===== config.mk =====
export PLATFORM = sky130hd
export DESIGN_NAME = flagcond_unit
export DESIGN_NICKNAME = d
export VERILOG_FILES = /design/src/rtl/flagcond_pkg.sv /design/src/rtl/flagcond_sizer.sv /design/src/rtl/flagcond_compute.sv /design/src/rtl/flagcond_eval.sv /design/src/rtl/flagcond_unit.sv
export SDC_FILE = /design/constraint.sdc
export NUM_CORES = 1
export LEC_CHECK = 0
export CORE_UTILIZATION = 55
export DETAILED_ROUTE_END_ITERATION = 16
export DONT_BUFFER_PORTS = 1
export PLACE_DENSITY = 0.75
export RECOVER_POWER = 50
export SLEW_MARGIN = 20
export SYNTH_ARGS = -nofsm -noshare
export SYNTH_HDL_FRONTEND = slang
export SYNTH_HIERARCHICAL = 1
export SYNTH_SLANG_ARGS = --single-unit

===== constraint.sdc =====
create_clock -name clk -period 7 [get_ports clk]
set_clock_uncertainty 0.2 [all_clocks]
set_input_delay 0.35 -clock clk [delete_from_list [all_inputs] [get_ports clk]]
set_output_delay 0.35 -clock clk [all_outputs]
set_load 0.03 [all_outputs]

===== src/rtl/flagcond_pkg.sv =====
package flagcond_pkg;

    localparam int WORD_W  = 32;
    localparam int EXT_W   = WORD_W + 1;
    localparam int BYTE_W  = 8;
    localparam int HALF_W  = 16;
    localparam int OP_W    = 3;
    localparam int COND_W  = 4;

    typedef enum logic [1:0] {
        SZ_BYTE = 2'b00,
        SZ_HALF = 2'b01,
        SZ_BAD  = 2'b10,
        SZ_WORD = 2'b11
    } size_e;

    typedef enum logic [OP_W-1:0] {
        OP_CMP  = 3'd0,
        OP_ADD  = 3'd1,
        OP_SUB  = 3'd2,
        OP_ADDC = 3'd3,
        OP_SUBC = 3'd4,
        OP_RSV5 = 3'd5,
        OP_RSV6 = 3'd6,
        OP_RSV7 = 3'd7
    } op_e;

    typedef enum logic [COND_W-1:0] {
        CC_EQ    = 4'd0,
        CC_NE    = 4'd1,
        CC_CSET  = 4'd2,
        CC_CCLR  = 4'd3,
        CC_ULT   = 4'd4,
        CC_UGE   = 4'd5,
        CC_SLT   = 4'd6,
        CC_SGE   = 4'd7,
        CC_FSET  = 4'd8,
        CC_FCLR  = 4'd9,
        CC_NLZ   = 4'd10,
        CC_LZ    = 4'd11,
        CC_NNZ   = 4'd12,
        CC_NZ    = 4'd13,
        CC_ALL   = 4'd14,
        CC_NONE  = 4'd15
    } cond_e;

    typedef struct packed {
        logic c;
        logic f;
        logic z;
        logic n;
        logic l;
    } flags_t;

    typedef struct packed {
        logic [EXT_W-1:0] uval;
        logic [EXT_W-1:0] sval;
    } operand_t;

    function automatic logic size_ok(input size_e sz);
        return sz != SZ_BAD;
    endfunction

    function automatic logic op_ok(input op_e op);
        return op <= OP_SUBC;
    endfunction

    function automatic logic bit_at_width(input logic [EXT_W-1:0] v, input size_e sz);
        logic r;
        case (sz)
            SZ_BYTE: r = v[BYTE_W];
            SZ_HALF: r = v[HALF_W];
            default: r = v[WORD_W];
        endcase
        return r;
    endfunction

    function automatic logic top_bit(input logic [EXT_W-1:0] v, input size_e sz);
        logic r;
        case (sz)
            SZ_BYTE: r = v[BYTE_W-1];
            SZ_HALF: r = v[HALF_W-1];
            default: r = v[WORD_W-1];
        endcase
        return r;
    endfunction

endpackage


===== src/rtl/flagcond_sizer.sv =====
module flagcond_sizer
    import flagcond_pkg::*;
(
    input  logic [WORD_W-1:0] raw,
    input  size_e             sz,
    output operand_t          opnd
);
    always_comb begin
        case (sz)
            SZ_BYTE: begin
                opnd.uval = {{(EXT_W-BYTE_W){1'b0}}, raw[BYTE_W-1:0]};
                opnd.sval = {{(EXT_W-BYTE_W){raw[BYTE_W-1]}}, raw[BYTE_W-1:0]};
            end
            SZ_HALF: begin
                opnd.uval = {{(EXT_W-HALF_W){1'b0}}, raw[HALF_W-1:0]};
                opnd.sval = {{(EXT_W-HALF_W){raw[HALF_W-1]}}, raw[HALF_W-1:0]};
            end
            default: begin
                opnd.uval = {1'b0, raw};
                opnd.sval = {raw[WORD_W-1], raw};
            end
        endcase
    end
endmodule


===== src/rtl/flagcond_compute.sv =====
module flagcond_compute
    import flagcond_pkg::*;
(
    input  op_e      op,
    input  size_e    sz,
    input  operand_t opa,
    input  operand_t opb,
    input  flags_t   cur,
    output flags_t   nxt,
    output logic     upd
);
    logic             is_sub;
    logic             use_cin;
    logic [EXT_W-1:0] cin_ext;
    logic [EXT_W-1:0] sum_ext;
    logic [EXT_W-1:0] dif_ext;
    logic             sgn_a;
    logic             sgn_b;
    logic             sgn_sum;
    logic             sgn_dif;
    logic             add_ovf;
    logic             sub_ovf;

    always_comb begin
        is_sub  = (op == OP_SUB) || (op == OP_SUBC);
        use_cin = ((op == OP_ADDC) || (op == OP_SUBC)) && cur.c;
        cin_ext = {{(EXT_W-1){1'b0}}, use_cin};
        sum_ext = opb.uval + opa.uval + cin_ext;
        dif_ext = opb.uval - opa.uval - cin_ext;
        sgn_a   = opa.sval[EXT_W-1];
        sgn_b   = opb.sval[EXT_W-1];
        sgn_sum = top_bit(sum_ext, sz);
        sgn_dif = top_bit(dif_ext, sz);
        add_ovf = (sgn_a == sgn_b) && (sgn_sum != sgn_a);
        sub_ovf = (sgn_a != sgn_b) && (sgn_dif != sgn_b);
    end

    always_comb begin
        nxt = cur;
        upd = size_ok(sz) && op_ok(op);
        if (op == OP_CMP) begin
            nxt.z = (opa.uval == opb.uval);
            nxt.l = (opb.uval < opa.uval);
            nxt.n = ($signed(opb.sval) < $signed(opa.sval));
        end else if (is_sub) begin
            nxt.c = dif_ext[EXT_W-1];
            nxt.f = sub_ovf;
        end else begin
            nxt.c = bit_at_width(sum_ext, sz);
            nxt.f = add_ovf;
        end
    end
endmodule


===== src/rtl/flagcond_eval.sv =====
module flagcond_eval
    import flagcond_pkg::*;
(
    input  flags_t fl,
    input  cond_e  code,
    output logic   hit
);
    logic base;

    always_comb begin
        case (code[COND_W-1:1])
            3'd0:    base = fl.z;
            3'd1:    base = fl.c;
            3'd2:    base = fl.l;
            3'd3:    base = fl.n;
            3'd4:    base = fl.f;
            3'd5:    base = ~(fl.l | fl.z);
            3'd6:    base = ~(fl.n | fl.z);
            default: base = 1'b1;
        endcase
        hit = code[0] ? ~base : base;
    end
endmodule


===== src/rtl/flagcond_unit.sv =====
module flagcond_unit
    import flagcond_pkg::*;
(
    input  logic              clk,
    input  logic              rst,
    input  logic              op_valid,
    input  logic [OP_W-1:0]   op_sel,
    input  logic [1:0]        size_code,
    input  logic [WORD_W-1:0] src_a,
    input  logic [WORD_W-1:0] src_b,
    input  logic [COND_W-1:0] cond_code,
    output logic              flag_c,
    output logic              flag_f,
    output logic              flag_z,
    output logic              flag_n,
    output logic              flag_l,
    output logic              cond_true
);
    operand_t opa;
    operand_t opb;
    flags_t   flags_q;
    flags_t   flags_d;
    logic     can_upd;

    flagcond_sizer u_size_a (.raw(src_a), .sz(size_e'(size_code)), .opnd(opa));
    flagcond_sizer u_size_b (.raw(src_b), .sz(size_e'(size_code)), .opnd(opb));

    flagcond_compute u_comp (
        .op  (op_e'(op_sel)),
        .sz  (size_e'(size_code)),
        .opa (opa),
        .opb (opb),
        .cur (flags_q),
        .nxt (flags_d),
        .upd (can_upd)
    );

    always_ff @(posedge clk) begin
        if (rst) begin
            flags_q <= '0;
        end else if (op_valid && can_upd) begin
            flags_q <= flags_d;
        end
    end

    flagcond_eval u_eval (
        .fl   (flags_q),
        .code (cond_e'(cond_code)),
        .hit  (cond_true)
    );

    assign flag_c = flags_q.c;
    assign flag_f = flags_q.f;
    assign flag_z = flags_q.z;
    assign flag_n = flags_q.n;
    assign flag_l = flags_q.l;
endmodule


# Yosys cells after proc, flatten, opt, wreduce, memory -nomap -nowiden
# Index checks and enable logic that the tools add are counted.
[totals]
ff_bits = 5
[op_classes]
n_mux = 8
addsub = 4
n_reduce_logical = 12
n_bitwise = 6
magnitude_cmp = 3
n_eq_ne = 16
[ops]
columns = ["op", "count"]
rows = [
  ["65-bit case mux with 2 select lines", 2],
  ["32-bit by 32-bit adder with 33-bit output", 1],
  ["33-bit by 1-bit adder with 33-bit output", 1],
  ["33-bit < comparator", 1],
  ["32-bit by 32-bit subtractor with 33-bit output", 1],
  ["33-bit by 1-bit subtractor with 33-bit output", 1],
  ["32-bit equality test", 1],
  ["32-bit < comparator", 1],
  ["3-bit by 2-bit equality test with 1-bit output (second input constant)", 4],
  ["3-bit equality test (second input constant)", 4],
  ["1-bit case mux with 7 select lines", 1],
  ["3-bit zero test", 2],
  ["1-bit case mux with 2 select lines", 3],
  ["1-bit logical AND", 5],
  ["1-bit NOT", 4],
  ["2-bit AND reduction", 2],
  ["3-bit by 1-bit equality test with 1-bit output (second input constant)", 1],
  ["3-bit <= comparator (second input constant)", 1],
  ["1-bit != test", 3],
  ["2-bit by 1-bit equality test with 1-bit output (second input constant)", 1],
  ["2-bit zero test", 1],
  ["1-bit logical OR", 2],
  ["2-bit 2-to-1 mux", 1],
  ["2-bit != test (second input constant)", 1],
  ["3 further kinds", 4],
]

# Logic depth before layout (Yosys ltp)
[depth]
depth_word = 8
mapped_depth = 18
depth_no_buf = 17

# By module
# The synthesis kept the hierarchy.
[by_module_without_submodules]
columns = ["module", "instances", "cells_each", "area_per_inst_um2", "seq_area_each_um2"]
rows = [
  ["flagcond_compute", 1, 582, 4226.6, 0.0],
  ["flagcond_sizer", 2, 98, 650.6, 0.0],
  ["flagcond_unit", 1, 22, 219.0, 100.1],
  ["flagcond_eval", 1, 10, 78.8, 0.0],
]

# Least setup slack after synthesis
# Ideal clock, no wire load.
[synth_timing]
kind = "flip-flop to flip-flop"
startpoint = "register flags_q (netlist bit flag_c)"
endpoint = "register flags_q (netlist bit flag_f)"
period_less_slack_ns = 4.058
setup_time_ns = 0.070
n_path_buf = 0
path_slack_ns = 2.942
arrival_time_ns = 3.789
path_stages_with_launch = 16
required_time_ns = 6.730
cell_sequence = "dfxtp_1 or4bb_1 and2_1 ha_1 a21o_1 ha_1 a211oi_1 o211ai_1 a211o_1 xnor2_1 mux2i_1 xnor2_1 or4b_2 o2111ai_1 nand3_1 a21oi_1"
[synth_via]
elab_chain_cells = 6
[synth_lines]
columns = ["element", "line_no", "source"]
rows = [
  ["start: declaration", "flagcond_unit.sv:21", "flags_t flags_q;"],
  ["start signal: assignment", "flagcond_unit.sv:42", "flags_q <= flags_d;"],
  ["1-bit logical AND *", "flagcond_compute.sv:26", "use_cin = ((op == OP_ADDC) || (op == OP_SUBC)) && cur.c;"],
  ["33-bit by 1-bit adder with 33-bit output or 33-bit by 1-bit subtractor with 33-bit output (tied branches)", "flagcond_compute.sv:28, flagcond_compute.sv:29", ""],
  ["1-bit case mux with 2 select lines", "flagcond_pkg.sv:80", "case (sz)"],
  ["1-bit != test, on equally long branches", "flagcond_compute.sv:34, flagcond_compute.sv:35", ""],
  ["1-bit logical AND, on equally long branches", "flagcond_compute.sv:34, flagcond_compute.sv:35", ""],
  ["2-bit 2-to-1 mux *", "flagcond_compute.sv:45", "end else if (is_sub) begin"],
]
# Every way passes the cells marked *; elsewhere a longest branch is shown, timed or not.
# A chain may end at the register's enable or synchronous reset.

# Final worst setup path
# Ends and elaborated chain as after synthesis.

==> results by group <==
STA
  • Transition time of the tightest slew-check pin: between 0.7 and 0.8 ns
  • Final critical delay including setup and external delays: 4.45 ns
  • Total Negative Setup Slacks: 0 ns
  • Final number of max-transition violations: 0
  • Worst-case setup margin in the final layout: 2.55 ns
  • Unrepaired setup endpoints after global routing: false
  • Relative slew slack: 0.463
  • Max frequency: between 200 and 250 MHz
  • Hold Vio Cnt, Final: 0
  • Share of the cycle needed by the critical path after routing: 0.636
  • Finish-stage setup viols: 0

Power and ir drop
  • Share of total power in combinational logic: 0.806
  • PnR Total Power: 0.000443 W
  • Fraction of power consumed by the clock network: 0.119
  • Net load switching power: 0.000218 W
  • Peak VDD IR: between 90 and 100 uV
  • Switching share of power: 0.493
  • PwrDens: 78.7 mW/mm^2
  • Leakage power summed over all cells: between 3 and 4 nW
  • Internal cell power: around 0.00022 W
  • Register share of total power: 0.075

Hold path
  • Type of the tightest min-delay check: in -> reg
  • Beginning of the worst hold path: op_valid
  • Endpoint, Worst Hold: flag_n
  • Depth of the worst hold-timing path: 2

Synth
  • Post-Synthesis Net Count: roughly 1000
  • Dominant synthesized flop cell: dfxtp_1
  • Cell type with the highest aggregate area in the netlist: ha_1
  • Count of flip-flops with a built-in enable after synthesis: 0
  • Yosys synthesis warning count: 6
  • Avg Cell Area, Syn: slightly above 7 um^2
  • Share of flip-flops with an asynchronous set or reset: 0
  • Summed instance area of the synthesized netlist: 0.00583 mm^2
  • Leading post-synthesis cells by cell area: ha_1, inv_1, mux2i_1
  • Most common cell in the netlist: inv_1
  • Post-synthesis register bit count: 5
  • Unique masters post-synth: 62
  • Commonest cells in the synthesized netlist: inv_1, ha_1, a21oi_1, buf_4, mux2i_1
  • Fraction of the yosys area taken by sequential cells: 0.0172
  • Post-synthesis instance total: 810
  • Proportion of netlist area held by the largest area contributor: 0.339

Setup path
  • CP Max Fanout: 6
  • Slowest CP cell: or4b_2
  • Setup CP Type: reg -> reg
  • Maximum single-stage delay on the critical path: 0.63 ns
  • Worst reg2reg path startpoint: flag_c
  • Worst path top cell family by delay: simple AND/OR/NAND/NOR gates
  • Signal arrival time at the worst endpoint: between 4 and 5 ns
  • Buffer and inverter count on the worst path: 0
  • Critical path, cell by cell: or4bb_1 > and2_1 > ha_1 > a21o_1 > ha_1 > a211oi_1 > o211ai_1 > a211o_1 > xnor2_1 > mux2i_1 > xnor2_1 > or4b_2 > o2111ai_1 > nand3_1 > a21oi_1
  • Reg2reg setup slack: 2.55 ns
  • Required time of the critical path: between 6 and 7 ns
  • Setup crit end kind: flop
  • R2r endpoint: flag_f
  • Start point of the critical path: flag_c
  • CP startpoint kind: flop
  • Worst Reg2Reg Path Length in Cells: 15

CTS
  • Cts repair resizes: 0
  • Depth of the CTS H-tree: 1
  • Buffer type at the clock tree root: clkbuf_8
  • Clock network latency to the later pin of the worst-skew pair: roughly 0.22 ns
  • Register clock-pin slew on the reported worst setup and hold paths: roughly 0.03 ns
  • Hold-fix buffers at CTS: 1
  • Number of buffers added by the clock tree synthesis step: 3
  • Number of clock sinks seen by CTS: 5
  • TritonCTS clock tree: built
  • Buffer depth of the longest clock path: 2
  • Number of setup buffers added after CTS: 0

Floorplan
  • Core region area: ~0.010 mm^2
  • Row Count: 37
  • Die ar.: between 0.01 and 0.015 mm^2
  • Overall die width: between 100 and 150 um
  • DIE HEIGHT: 105 um
  • I/O pin total: just over 80
  • Initial core utilization: 0.567

GRT
  • Wire length of the first global-routing pass: roughly 21 mm
  • Pin count of the biggest net entering global routing: 94
  • Antenna violations before repair: 0
  • Number of global-route vias before repair: about 4900
  • Gr usage total: 0.226
  • Grt total ovfl: 0

Final layout
  • Layout Cells excl Fill: 896
  • Combined flip-flop and latch cell area: between 100 and 150 um^2
  • Multi-input gate area: approximately 0.0045 mm^2
  • Area Growth Syn to Fin: -3.29%
  • Util after Layout: 0.548
  • Net count reported at finish: 995
  • Antenna diodes: 0
  • Number of filler instances in the final layout: approximately 990
  • Ratio of cells with drive above 1 in the final layout: 0.0197

Flow run
  • Max-cap check violation count: 0

Placement
  • Pre-CTS setup slack: about 2.6 ns
  • Port Buffers: 0
  • Final weighted congestion in routability-driven placement: ~0.83
  • Sum of net half-perimeters after detailed placement: around 11 mm
  • Placed Cells: 891

Detailed routing
  • Total number of vias: a little under 5000
  • Post-Route WL: about 13 mm
  • Drt via density: approximately 5.5
  • Antenna Violating Nets Remaining: 0
  • DRC violations left: 0
  • Count of TritonRoute iterations in the first routing pass: 5
  • Initial detailed-routing violation count: around 240
  • Avg WL per Cell: roughly 14 um

Run status
  • Status: finished clean
==> registers in the layout, indices dropped and copies added, names as in the netlist <==
name and count:
flag_l 1, flag_n 1, flag_c 1, flag_f 1, flag_z 1
==> per-stage QoR <==
step                hold slack, ns  area, um^2
floorplan                    0.219        5830
global placement             0.221        5580
detailed placement           0.222        5580
CTS                         0.0903        5630
global route                0.0975        5630
finish                      0.0910        5630
==> placed cells by master, fill, tap and decap left out, types with 3 or more instances in the layout <==
cell type  count
nand2b_1      10
nand3_1       14
o21bai_1       6
a21oi_1       41
nor2b_1        8
o21ai_0       25
a31oi_1        3
o21ai_1       10
a211oi_1       5
nor3_1        11
nor2_1        25
a21o_1        17
and3_1         3
ha_1         158
clkbuf_8       3
nor3b_1        3
nor4_1         6
or3b_1         3
or3_1          4
o211ai_1       9
a41o_1         3
inv_1        207
dfxtp_1        5
xnor2_1       10
a21bo_1        5
nand2_1       24
mux2i_1       39
and2_1        35
a221oi_1       3
nand4_1       19
o21a_1         6
o2111ai_1      3
==> worst max path at each step <==
| stage | to | slack (ns) | cells past startpoint |
|---|---|---|---|
| 5_1_grt | flag_f | 2.26 | 15 |
| 4_1_cts | flag_f | 2.57 | 15 |
| 2_1_floorplan | flag_f | 2.94 | 15 |
| 3_3_place_gp | flag_f | 2.72 | 15 |
| 3_5_place_dp | flag_f | 2.62 | 15 |
| 6_report | flag_f | 2.55 | 15 |
==> cell families after synthesis <==
family	share of synthesized area
buffers and inverters	0.205
AND/OR/NAND/NOR	0.172
adder cells (fa/ha/maj)	0.339
AO/OA/AOI/OAI	0.173
multiplexers	0.0747
XOR/XNOR	0.0180
flip-flops	0.0172
other	0.00129
==> per-layer routing <==
layer  part of all wire  track usage  vias to the layer above
met2               0.49        0.430                       99
li1                   -            -                     2532
met5                  0            0                        -
met4              0.014       0.0352                        0
met1               0.47        0.279                     2251
met3              0.031       0.0187                       16
==> layout make-up <==
cell class	count	area share
clock buffer	4	0.00799
inverter	207	0.138
multi-input combinational	543	0.804
sequential	5	0.0178
tap	136	0.0302
timing repair buffer	1	0.00178
==> power groups by stage <==
stage | logic, W | clock network (W) | registers, W
after global placement | 0.000338 | 0 | 0.0000336
after floorplan | 0.000311 | 0 | 0.0000332
after CTS | 0.000355 | 0.0000537 | 0.0000332
final | 0.000357 | 0.0000529 | 0.0000332
after detailed placement | 0.000351 | 0 | 0.0000336
after global routing | 0.000407 | 0.0000549 | 0.0000334
Note: power is estimated with default switching activity, not from simulation.
